### src/rtl/tmr_pkg.sv
package tmr_pkg;
  localparam int DATA_W = 32;

  localparam logic [1:0] A_CTRL = 2'd0;
  localparam logic [1:0] A_INIT = 2'd1;
  localparam logic [1:0] A_CURR = 2'd2;
  localparam logic [1:0] A_STAT = 2'd3;

  localparam int B_EN   = 30;
  localparam int B_IE   = 29;
  localparam int B_MODE = 27;
  localparam int B_CRST = 26;
  localparam int B_ACT  = 25;
endpackage

### src/rtl/tmr_prescale.sv
module tmr_prescale #(
  parameter int PS_W = 8
) (
  input  logic            clk_i,
  input  logic            rst_ni,
  input  logic            restart_i,
  input  logic            run_i,
  input  logic            tick_i,
  input  logic [PS_W-1:0] ps_i,
  output logic            step_o
);
  logic [PS_W-1:0] pre_q;
  logic            wrap;

  // >= so a prescale lowered below the current phase still wraps
  assign wrap   = pre_q >= ps_i;
  assign step_o = run_i & tick_i & wrap;

  always_ff @(posedge clk_i or negedge rst_ni) begin
    if (!rst_ni)                pre_q <= '0;
    else if (restart_i)         pre_q <= '0;
    else if (run_i && tick_i)   pre_q <= wrap ? '0 : pre_q + 1'b1;
  end

  assert_phase_restart_R4: assert property (@(posedge clk_i) disable iff (!rst_ni)
    restart_i |=> !step_o || ps_i == '0);
endmodule

### src/rtl/tmr_down.sv
module tmr_down #(
  parameter int CNT_W = 24
) (
  input  logic             clk_i,
  input  logic             rst_ni,
  input  logic             step_i,
  input  logic             load_i,
  input  logic             clear_i,
  input  logic [CNT_W-1:0] init_i,
  output logic [CNT_W-1:0] cnt_o,
  output logic             expire_o
);
  logic [CNT_W-1:0] cnt_q;

  assign expire_o = step_i & (cnt_q <= CNT_W'(1));
  assign cnt_o    = cnt_q;

  always_ff @(posedge clk_i or negedge rst_ni) begin
    if (!rst_ni)       cnt_q <= '0;
    else if (clear_i)  cnt_q <= '0;
    else if (load_i)   cnt_q <= init_i;
    else if (step_i)   cnt_q <= expire_o ? init_i : cnt_q - 1'b1;
  end

  assert_count_dec_R4: assert property (@(posedge clk_i) disable iff (!rst_ni)
    (step_i && !load_i && !clear_i && cnt_q > CNT_W'(1)) |=> cnt_q == $past(cnt_q) - 1'b1);
  assert_reload_R6: assert property (@(posedge clk_i) disable iff (!rst_ni)
    (expire_o && !clear_i && !load_i) |=> cnt_q == $past(init_i));
endmodule

### src/rtl/prescaled_timer.sv
module prescaled_timer
  import tmr_pkg::*;
#(
  parameter int CNT_W  = 24,
  parameter int PS_W   = 8,
  parameter int PS_RST = 5
) (
  input  logic              clk_i,
  input  logic              rst_ni,
  input  logic              tick_i,
  input  logic              wr_en_i,
  input  logic [1:0]        addr_i,
  input  logic [DATA_W-1:0] wdata_i,
  output logic [DATA_W-1:0] rdata_o,
  output logic              irq_o
);
  localparam int PAD_W = DATA_W - CNT_W;

  logic             en_q, ie_q, mode_q, flag_q;
  logic [PS_W-1:0]  ps_q;
  logic [CNT_W-1:0] init_q, cnt;
  logic             ctrl_wr, init_wr, stat_wr;
  logic             w_en, w_crst;
  logic             run, start_req, fresh, zero_start, load, clear, restart;
  logic             step, expire, flag_set;
  logic             en_n;
  logic [DATA_W-1:0] ctrl_rd;

  assign ctrl_wr = wr_en_i && addr_i == A_CTRL;
  assign init_wr = wr_en_i && addr_i == A_INIT;
  assign stat_wr = wr_en_i && addr_i == A_STAT;
  assign w_en    = wdata_i[B_EN];
  assign w_crst  = wdata_i[B_CRST];

  // a write that stops or resets the channel preempts this cycle's tick
  assign run        = en_q & ~(ctrl_wr & (~w_en | w_crst));
  assign start_req  = ctrl_wr & ~w_crst & w_en & ~en_q;
  assign fresh      = start_req & (cnt == '0);
  assign zero_start = fresh & (init_q == '0);
  assign load       = fresh & (init_q != '0);
  assign clear      = ctrl_wr & w_crst;
  assign restart    = start_req | clear;
  assign flag_set   = expire | zero_start;

  tmr_prescale #(.PS_W(PS_W)) u_pre (
    .clk_i, .rst_ni,
    .restart_i (restart),
    .run_i     (run),
    .tick_i,
    .ps_i      (ps_q),
    .step_o    (step)
  );

  tmr_down #(.CNT_W(CNT_W)) u_cnt (
    .clk_i, .rst_ni,
    .step_i   (step),
    .load_i   (load),
    .clear_i  (clear),
    .init_i   (init_q),
    .cnt_o    (cnt),
    .expire_o (expire)
  );

  always_comb begin
    en_n = en_q;
    if (ctrl_wr) begin
      if (w_crst)         en_n = 1'b0;
      else if (start_req) en_n = ~zero_start;
      else if (!w_en)     en_n = 1'b0;
    end
    if (expire && !mode_q) en_n = 1'b0;
  end

  always_ff @(posedge clk_i or negedge rst_ni) begin
    if (!rst_ni) begin
      en_q   <= 1'b0;
      ie_q   <= 1'b0;
      mode_q <= 1'b0;
      ps_q   <= PS_W'(PS_RST);
      init_q <= '0;
      flag_q <= 1'b0;
    end else begin
      en_q <= en_n;
      if (ctrl_wr) begin
        ie_q   <= wdata_i[B_IE];
        mode_q <= wdata_i[B_MODE];
        ps_q   <= wdata_i[PS_W-1:0];
      end
      if (init_wr) init_q <= wdata_i[CNT_W-1:0];
      if (flag_set)                    flag_q <= 1'b1;
      else if (stat_wr && wdata_i[0])  flag_q <= 1'b0;
    end
  end

  always_comb begin
    ctrl_rd            = '0;
    ctrl_rd[PS_W-1:0]  = ps_q;
    ctrl_rd[B_EN]      = en_q;
    ctrl_rd[B_ACT]     = en_q;
    ctrl_rd[B_IE]      = ie_q;
    ctrl_rd[B_MODE]    = mode_q;
  end

  always_comb begin
    case (addr_i)
      A_CTRL:  rdata_o = ctrl_rd;
      A_INIT:  rdata_o = {{PAD_W{1'b0}}, init_q};
      A_CURR:  rdata_o = {{PAD_W{1'b0}}, cnt};
      default: rdata_o = {{(DATA_W-1){1'b0}}, flag_q};
    endcase
  end

  assign irq_o = flag_q & ie_q;

  assert_crst_wins_R3: assert property (@(posedge clk_i) disable iff (!rst_ni)
    clear |=> !en_q && cnt == '0 && flag_q == $past(flag_q));
  assert_oneshot_stop_R5: assert property (@(posedge clk_i) disable iff (!rst_ni)
    (expire && !mode_q) |=> !en_q && flag_q);
  assert_periodic_run_R6: assert property (@(posedge clk_i) disable iff (!rst_ni)
    (expire && mode_q) |=> en_q && flag_q);
  assert_pause_hold_R7: assert property (@(posedge clk_i) disable iff (!rst_ni)
    (!en_q && !ctrl_wr) |=> $stable(cnt));
  assert_ps_no_touch_R8: assert property (@(posedge clk_i) disable iff (!rst_ni)
    (ctrl_wr && en_q && w_en && !w_crst && !step) |=> cnt == $past(cnt));
  assert_zero_start_R9: assert property (@(posedge clk_i) disable iff (!rst_ni)
    zero_start |=> flag_q && !en_q);
  assert_w1c_R10: assert property (@(posedge clk_i) disable iff (!rst_ni)
    (stat_wr && wdata_i[0] && !flag_set) |=> !flag_q);
endmodule

### config.mk
export PLATFORM = sky130hd
export DESIGN_NAME = prescaled_timer
export DESIGN_NICKNAME = d
export VERILOG_FILES = /design/src/rtl/tmr_pkg.sv /design/src/rtl/tmr_prescale.sv /design/src/rtl/tmr_down.sv /design/src/rtl/prescaled_timer.sv
export SDC_FILE = /design/constraint.sdc
export NUM_CORES = 1
export LEC_CHECK = 0
export BUFFER_PORTS_ARGS = -buffer_cell sky130_fd_sc_hd__buf_2
export CAP_MARGIN = 20
export CORE_UTILIZATION = 57
export CTS_CLUSTER_SIZE = 10
export DETAILED_ROUTE_END_ITERATION = 12
export PLACE_DENSITY = 0.78
export REMOVE_ABC_BUFFERS = 1
export SKIP_CTS_REPAIR_TIMING = 1
export SYNTH_ARGS = -nofsm -noshare
export SYNTH_HDL_FRONTEND = slang
export SYNTH_HIERARCHICAL = 1
export SYNTH_SLANG_ARGS = --single-unit
export TNS_END_PERCENT = 20
### constraint.sdc
create_clock -name clk_i -period 3.6 [get_ports clk_i]
set_input_delay 0.18 -clock clk_i [delete_from_list [all_inputs] [get_ports clk_i]]
set_output_delay 0.18 -clock clk_i [all_outputs]
set_load 0.01 [all_outputs]
==> impl_metrics.tcl, run 1 <==
set metrics [dict create \
    status "finished, final reports clean" \
    path_class "flop to flop" \
    finalSetupViolations 0 \
    wirelength_mm 11.02 \
    crit_path_cell_trace "nor4_1 > nand4_1 > nor3_1 > o21bai_1 > nor2_1 > o31ai_4 > buf_4 > o21ai_1 > o2bb2ai_1" \
    cts_buffers 9 \
    via_per_inst 6.427 \
    p_leak_nw 2.263 \
    clkSinkCount 68 \
    pwr_density_cell_mw_per_mm2 749.7 \
    finClkSkew_ns 0.009409 \
    worst_ep_required_time_ns 3.88 \
    dr.pass1.iters 5 \
    drv_cap 0 \
    clock_path_buffers 2 \
    post-route-util_pct 67.43 \
    io_buffers 62 \
    ir_worst_vdd_uv 356.5 \
    ioPinCount 71 \
    gp_congestion 0.9846 \
    drt_iter0_drc 394 \
    async_flop_share_pct 100.0 \
    synth_cell_types 66 \
    rsz0062_at_grt "no" \
    crit_arrival_ns 3.33 \
    grt_pass1_wl_mm 17.91 \
    synth_top_flop_cell "dfrtp_1" \
    grt_overflow 0 \
    period_minus_slack_ns 3.058 \
    tns_ns 0 \
    synth_edf_count 0 \
    antenna_found_initial 0 \
    max_stage_delay_ns 0.63 \
    finalCritPeriodShare_pct 84.96 \
    worst_setup_path_end_kind "flop" \
    clk_latency_ns 0.35 \
    grt_pass1_vias 3482 \
    dr_total_vias 3766 \
    nets 531 \
    worst-path-max-fanout 10 \
    die_w_um 88.61 \
    dp.cells 569 \
    drive_above_1_share_pct 26.08 \
    yosys_warnings 6 \
    syn_area_mm2 0.004275 \
    syn_avg_cell_area_um2 10.23 \
    dpl.hpwl_mm 7.784 \
    cts_tree "yes" \
    core_mm2 0.007253 \
    whs_path_depth 2 \
    postRouteAntennaNets 0 \
    grt_max_degree 40 \
    synth_seq_area_share_pct 39.86 \
    timing.fmax_ghz 0.3270 \
    slew_viol_final 0 \
    n_antenna_cell 0 \
    htreeDepth 3 \
    track_usage_pct 30.30 \
    crit_path_top_delay_cell "nor3_1" \
    relSlewSlack_pct 50.78 \
    die_h_um 88.61 \
    ctsRootBufferMaster "clkbuf_8" \
    hold_class "input port to flop" \
    rows 31 \
    finalNonFillerCells 586 \
    reg2reg_depth 9 \
    worstSetupStartpointType "flop" \
    clk_pin_slew_ns 0.07 \
    synth_seq_cells 68 \
    tightestPinTransition_ns 0.7327 \
    syn_to_final_growth_pct 14.40 \
    wl_per_cell_um 18.80 \
    route.detailed.drc 0 \
    whs_ns 0.03339 \
    hold_violations 0 \
    synthCells 418 \
    initial_core_util_pct 58.94 \
    die_area_mm2 0.007851 \
]
==> through the flow <==
stage	power (W)	worst slack, ns	cell area [µm²]
6_report	0.003667	0.5415	4891
5_1_grt	0.003906	0.3762	4891
4_1_cts	0.003616	0.6142	4881
3_5_place_dp	0.002887	0.6351	4656
3_3_place_gp	0.002836	0.6499	4656
2_1_floorplan	0.002360	0.1305	4096
==> metal layers <==
metal  track usage [%]  routed length (µm)  part of all wire (%)  up-vias
li1                  -                   -                     -     1714
met1             44.06                4945                    45     1847
met2             45.03                5077                    46      188
met3             5.597                 809                   7.3       17
met4             11.44                 186                   1.7        0
met5                 0                   0                     0        -
==> cells in the final DEF (no fill, tap or decap), types with 4 or more instances in the layout <==
| master | n |
|---|---|
| mux2i_1 | 16 |
| dfrtp_1 | 66 |
| mux2_2 | 14 |
| nor3_1 | 17 |
| o2bb2ai_1 | 6 |
| or4_1 | 4 |
| buf_4 | 14 |
| or3_1 | 4 |
| nor2_1 | 22 |
| a22o_1 | 16 |
| and2_1 | 8 |
| inv_1 | 17 |
| buf_2 | 62 |
| nand3_1 | 12 |
| clkbuf_8 | 10 |
| o21ai_0 | 12 |
| nand4_1 | 9 |
| a211o_1 | 8 |
| o21ai_1 | 12 |
| o31ai_1 | 4 |
| conb_1 | 4 |
| nand2_1 | 22 |
| nor3_2 | 5 |
| nor4_1 | 23 |
| and3_1 | 6 |
| a21oi_1 | 6 |
| mux2_1 | 20 |
| ha_1 | 11 |
==> final cells by class <==
| class | count | area [µm²] |
|---|---|---|
| repair buffers | 78 | 445.4 |
| well taps | 99 | 123.9 |
| clock inverters | 6 | 87.58 |
| inverters | 17 | 63.81 |
| clock buffers | 10 | 137.6 |
| multi-input cells | 308 | 2328 |
| flip-flops and latches | 68 | 1704 |
| fillers | 594 | 2362 |
==> kinds of logic (layout without fill, tap and decap cells) <==
| family | count (synthesis) | count (layout) | synth area share [%] |
|---|---|---|---|
| buffers and inverters | 45 | 111 | 5.941 |
| AO/OA/AOI/OAI | 92 | 92 | 17.27 |
| adder cells (fa/ha/maj) | 11 | 11 | 3.219 |
| XOR/XNOR | 5 | 5 | 1.024 |
| multiplexers | 51 | 51 | 13.23 |
| other | 1 | 4 | 0.08771 |
| flip-flops | 68 | 68 | 39.86 |
| AND/OR/NAND/NOR | 145 | 145 | 19.37 |
==> state kept, by name, indices dropped and copies added (netlist names) <==
register,count
en_q,1
ie_q,1
init_q,24
flag_q,1
u_cnt/cnt_o,24
mode_q,1
ps_q,8
u_pre/pre_q,8
==> final timing paths <==
kind | slack, ns | endpoint | from
min in group asynchronous | 0.39 | init_q[8] | rst_ni
max reg2reg | 0.54 | u_cnt/cnt_o[3] | u_cnt/cnt_o[8]
min reg2reg | 0.56 | ps_q[1] | ps_q[1]
max in group asynchronous | 2.23 | ps_q[0] | rst_ni
min | 0.03 | init_q[14] | wdata_i[14]
max | 0.54 | u_cnt/cnt_o[3] | u_cnt/cnt_o[8]
==> cells in the mapped netlist, types with 5 or more instances <==
library cell,n,share of area (%)
dfrtp_1,66,39
nor4_1,23,3.4
nand2_1,22,1.9
nor2_1,22,1.9
mux2_1,20,5.3
inv_1,17,1.5
nor3_1,17,2.0
a22o_1,16,3.3
mux2i_1,16,3.7
mux2_2,14,3.7
nand3_1,12,1.4
o21ai_0,12,1.4
o21ai_1,12,1.4
ha_1,11,3.2
nand4_1,9,1.3
a211o_1,8,1.6
and2_1,8,1.2
clkbuf_1,8,0.70
buf_2,7,0.82
a21oi_1,6,0.70
and3_1,6,0.88
buf_4,6,1.1
o2bb2ai_1,6,1.2
buf_6,5,1.3
nor3_2,5,1.2
==> power by group <==
group	switching [W]	internal [W]
Clock	0.000311	0.000407
Sequential	0.000320	0.000963
Combinational	0.000988	0.000677
Total	0.00162	0.00205
==> critical path, delay by kind of cell, from the launching register on <==
kind | cells | cell delay [ns]
AO/OA/AOI/OAI | 4 | 0.62
buffers and inverters | 1 | 0.22
flip-flops | 1 | 0.48
AND/OR/NAND/NOR | 4 | 1.65
(Power assumes the default switching activity.)
==> run 2, diff against run 1 <==
CORE_UTILIZATION = 51   (was 57)
PLACE_DENSITY = 0.73   (was 0.78)
clock period = 2.5 ns   (was 3.6 ns; I/O delays follow)
==> impl_metrics.tcl, run 2 (same netlist as run 1, synthesis figures left out) <==
set metrics [dict create \
    status "complete, but fails checks" \
    violations "hold timing, setup timing" \
    wirelength_mm 14.41 \
    setup_ws_ns -0.3964 \
    whs_ns -0.01959 \
    wl_per_cell_um 20.53 \
    clk_pin_slew_ns 0.08 \
    ctsRootBufferMaster "clkbuf_8" \
    ioPinCount 71 \
    tightestPinTransition_ns 0.7100 \
    grt_pass1_vias 4146 \
    grt_max_degree 41 \
    rrSetupSlack_ns -0.40 \
    crit_path_cell_trace "inv_2 > ha_4 > o21a_1 > nor2_2 > o31a_4 > nor2_4 > nand4_1 > buf_6 > o31ai_4 > buf_6 > buf_12 > nor3_1 > a311o_1" \
    r2r-start "ps_q[2]" \
    nets 641 \
    hold_violations 5 \
    relSlewSlack_pct 52.67 \
    grt_pass1_wl_mm 21.07 \
    rows 33 \
    die_area_mm2 0.008753 \
    final_common_cell "buf_4" \
    clock_path_buffers 2 \
    reg2reg_depth 13 \
    finalSetupViolations 25 \
    grt_overflow 0 \
    fill_cells 580 \
    crit_top_cell "buf_6" \
    rsz0062_at_grt "yes" \
    crit_arrival_ns 3.13 \
    ir_worst_vdd_uv 641.2 \
    path_class "flop to flop" \
    initial_core_util_pct 52.30 \
    p_leak_nw 2.879 \
    period_minus_slack_ns 2.896 \
    worst_ep_required_time_ns 2.73 \
    n_antenna_cell 0 \
    crit_path_top_delay_cell "dfstp_2" \
    dr.pass1.iters 6 \
    io_buffers 62 \
    postRouteAntennaNets 0 \
    track_usage_pct 32.00 \
    finalCritPeriodShare_pct 115.9 \
    cts_buffers 9 \
    antenna_found_initial 0 \
    pwr_density_cell_mw_per_mm2 1077 \
    hold_class "input port to flop" \
    max_stage_delay_ns 0.55 \
    slew_viol_final 0 \
    r2r_end "u_cnt/cnt_o[11]" \
    worst_setup_path_end_kind "flop" \
    finClkSkew_ns 0.009829 \
    dp_slack_ns -0.3435 \
    htreeDepth 3 \
    die_h_um 93.56 \
    clk_latency_ns 0.35 \
    dpl.hpwl_mm 9.762 \
    timing.critical_path.to "u_cnt/cnt_o[11]" \
    timing.fmax_ghz 0.3453 \
    route.detailed.drc 0 \
    dr_total_vias 4370 \
    core_mm2 0.008175 \
    cts_tree "yes" \
    worst-path-max-fanout 6 \
    die_w_um 93.56 \
    regArea_mm2 0.001704 \
    via_per_inst 6.225 \
    clkSinkCount 68 \
    multiInputGateArea_mm2 0.002455 \
    drv_cap 0 \
    syn_to_final_growth_pct 40.21 \
    startpoint "ps_q[2]" \
    drive_above_1_share_pct 41.88 \
    drt_iter0_drc 505 \
    worstSetupStartpointType "flop" \
    gp_congestion 0.9526 \
    layout_common_cells "103 x buf_4, 66 x dfrtp_1, 62 x buf_2, 22 x nand2_1, 20 x mux2_1" \
]
-- run 2: cell count changes in the layout (fill, tap and decap cells not counted), sizes merged --
cell	before	now
buf	77	174
clkbuf	10	14
dlygate4sd3	1	10
-- run 2: worst min-delay path by stage --
stage,startpoint,end,depth (start not counted)
2_1_floorplan,rst_ni,en_q,0
3_3_place_gp,rst_ni,u_pre/pre_q[7],1
3_5_place_dp,rst_ni,u_pre/pre_q[6],1
4_1_cts,rst_ni,u_pre/pre_q[6],1
5_1_grt,wdata_i[13],init_q[13],2
6_report,wdata_i[19],init_q[19],2
-- run 2: final cells by class --
class	instances	area share [%]
clock buffers	10	2.296
clock inverters	6	1.461
inverters	17	1.064
multi-input cells	308	40.95
flip-flops and latches	68	28.43
well taps	105	2.192
repair buffers	188	23.61
-- run 2: power breakdown --
| part | switching, W | leakage [nW] | total (W) | internal (W) |
|---|---|---|---|---|
| sequential | 0.000254 | 0.859 | 0.00164 | 0.00139 |
| combinational | 0.00212 | 1.91 | 0.00378 | 0.00166 |
| clock | 0.000447 | 0.105 | 0.00103 | 0.000587 |
-- run 2: metrics by stage --
| step | util, % | std cells | total power, W | cell area (µm²) | TNS [ns] |
|---|---|---|---|---|---|
| after floorplan | - | 393 | 0.003399 | 4096 | -19.92 |
| after global placement | 65.52 | 664 | 0.004926 | 5356 | -4.658 |
| after detailed placement | 65.52 | 664 | 0.004994 | 5356 | -7.108 |
| after CTS | 68.27 | 680 | 0.006043 | 5582 | -7.583 |
| after global routing | 73.32 | 702 | 0.006759 | 5995 | -9.343 |
| final | 73.32 | 702 | 0.006457 | 5995 | -8.158 |
-- run 2: per-layer routing --
| layer | track usage (%) | share of wire [%] | up-vias | wire length (µm) |
|---|---|---|---|---|
| li1 | - | - | 1934 | - |
| met1 | 44.41 | 41 | 2084 | 5839 |
| met2 | 50.12 | 47 | 286 | 6720 |
| met3 | 4.228 | 8.6 | 66 | 1238 |
| met4 | 13.85 | 4.2 | 0 | 610 |
| met5 | 0 | 0 | - | 0 |
-- run 2: worst max-delay path: cells and delay by family, from the launching register on --
family	cells	cell delay [ns]
adder cells (fa/ha/maj)	1	0.25
flip-flops	1	0.55
AO/OA/AOI/OAI	4	1.03
AND/OR/NAND/NOR	4	0.41
buffers and inverters	4	0.53
==> run 3, diff against run 2 <==
clock period = 2.65 ns   (was 2.5 ns; I/O delays follow)
==> impl_metrics.tcl, run 3 (same netlist as run 1, synthesis figures left out) <==
set metrics [dict create \
    period_minus_slack_ns 2.804 \
    finalCritPeriodShare_pct 105.8 \
    die_area_mm2 0.008753 \
    crit_top_cell "buf_4" \
    total_power_w 0.005596 \
    relSlewSlack_pct 52.59 \
    worst_ep_required_time_ns 2.90 \
    max_stage_delay_ns 0.47 \
    status "complete, but fails checks" \
    ctsRootBufferMaster "clkbuf_8" \
    p_leak_nw 2.700 \
    syn_to_final_growth_pct 32.92 \
    drv_cap 0 \
    use_met3_pct 4.390 \
    rows 33 \
    finClkSkew_ns 0.01300 \
    grt_use_met2_pct 46.26 \
    via_per_inst 6.241 \
    drive_above_1_share_pct 38.46 \
    nets 603 \
    path_class "flop to flop" \
    crit_arrival_ns 3.05 \
    grt_max_degree 43 \
    worstSetupStartpointType "flop" \
    grt.met1_usage_pct 43.08 \
    clock_path_buffers 2 \
    ioPinCount 71 \
    crit_buf_inv 4 \
    track_usage_pct 30.26 \
    htreeDepth 3 \
    grt_pass1_wl_mm 19.97 \
    whs_ns -0.009318 \
    n_antenna_cell 0 \
    setup_ws_ns -0.1538 \
    crit_path_top_delay_cell "nor4_1" \
    postRouteAntennaNets 0 \
    grt_pass1_vias 3885 \
    crit_family "simple AND/OR/NAND/NOR gates" \
    route.detailed.drc 0 \
    gp_congestion 0.9669 \
    layout_common_cells "66 x dfrtp_1, 66 x buf_4, 62 x buf_2, 22 x nand2_1" \
    hold_violations 1 \
    io_buffers 62 \
    wl_per_cell_um 20.48 \
    die_h_um 93.56 \
    fill_cells 614 \
    clk_latency_ns 0.36 \
    dr_total_vias 4144 \
    hold_class "input port to flop" \
    clkSinkCount 68 \
    core_mm2 0.008175 \
    timing.fmax_ghz 0.3567 \
    tightestPinTransition_ns 0.7111 \
    slew_viol_final 0 \
    antenna_found_initial 0 \
    cts_tree "yes" \
    worst-path-max-fanout 5 \
    die_w_um 93.56 \
    ir_worst_vdd_uv 507.5 \
    crit_path_cell_trace "buf_4 > nor4_1 > nand4_1 > nor3_1 > buf_4 > buf_4 > nor3_1 > buf_4 > o31ai_1 > nor3_2 > a311o_1" \
    violations "hold timing, setup timing" \
    dpl.hpwl_mm 9.152 \
    drt_iter0_drc 442 \
    initial_core_util_pct 52.30 \
    cts_buffers 9 \
    pwr_density_cell_mw_per_mm2 984.8 \
    post-route-util_pct 69.51 \
    worst_setup_path_end_kind "flop" \
    wirelength_mm 13.60 \
    dr.pass1.iters 5 \
    clk_pin_slew_ns 0.08 \
    dp_slack_ns -0.1873 \
    finalSetupViolations 24 \
    rsz0062_at_grt "yes" \
    grt.busiest_layer "met2" \
    grt_overflow 0 \
]
-- run 3: changes by cell type in the layout (fill, tap and decap cells not counted), sizes merged --
| cell | change |
|---|---|
| clkinvlp | -3 |
| clkinv | +3 |
| inv | +1 |
| dlygate4sd3 | -1 |
| buf | -37 |
| bufinv | -1 |
-- run 3: worst register-to-register path, cell delays in order, from the launching register on --
cell and delay (ns):
dfrtp_1 0.38, buf_4 0.16, nor4_1 0.47, nand4_1 0.28, nor3_1 0.20, buf_4 0.18, buf_4 0.14, nor3_1 0.05
buf_4 0.15, o31ai_1 0.31, nor3_2 0.06, a311o_1 0.32
-- run 3: final timing paths --
kind | from | endpoint | slack, ns | cells past startpoint
min in group asynchronous | rst_ni | u_pre/pre_q[7] | 0.36 | 2
min | wdata_i[9] | init_q[9] | -0.009 | 2
max reg2reg | u_cnt/cnt_o[19] | u_cnt/cnt_o[13] | -0.15 | 11
max in group asynchronous | rst_ni | ps_q[0] | 1.57 | 3
max | u_cnt/cnt_o[19] | u_cnt/cnt_o[13] | -0.15 | 11
min reg2reg | ie_q | ie_q | 0.54 | 1
-- run 3: area by class of cell --
type	instances	area (µm²)	share of cell area [%]
inverters	17	63.81	1.123
clock inverters	6	62.56	1.101
repair buffers	150	1127	19.84
well taps	105	131.4	2.312
multi-input cells	308	2456	43.22
clock buffers	10	137.6	2.422
flip-flops and latches	68	1704	29.99
-- run 3: per-layer routing --
| layer | vias up | share of wire [%] |
|---|---|---|
| li1 | 1864 | - |
| met2 | 192 | 47 |
| met1 | 2042 | 43 |
| met4 | 0 | 2.9 |
| met3 | 46 | 6.9 |
| met5 | - | 0 |
-- run 3: through the flow --
step / std cells / area [µm²] / TNS (ns) / hold WS [ns]
detailed placement: 631 / 5109 / -2.799 / 0.2309
floorplan: 393 / 4096 / -16.30 / -0.1631
global route: 664 / 5683 / -4.354 / 0.004896
CTS: 647 / 5309 / -3.493 / -0.1498
global placement: 631 / 5109 / -0.9488 / 0.2112
finish: 664 / 5683 / -2.240 / -0.009318
-- run 3: power by group --
part	switching [W]	total (W)	internal, W
combinational	0.00182	0.00312	0.00130
sequential	0.000269	0.00158	0.00131
clock	0.000440	0.000900	0.000461
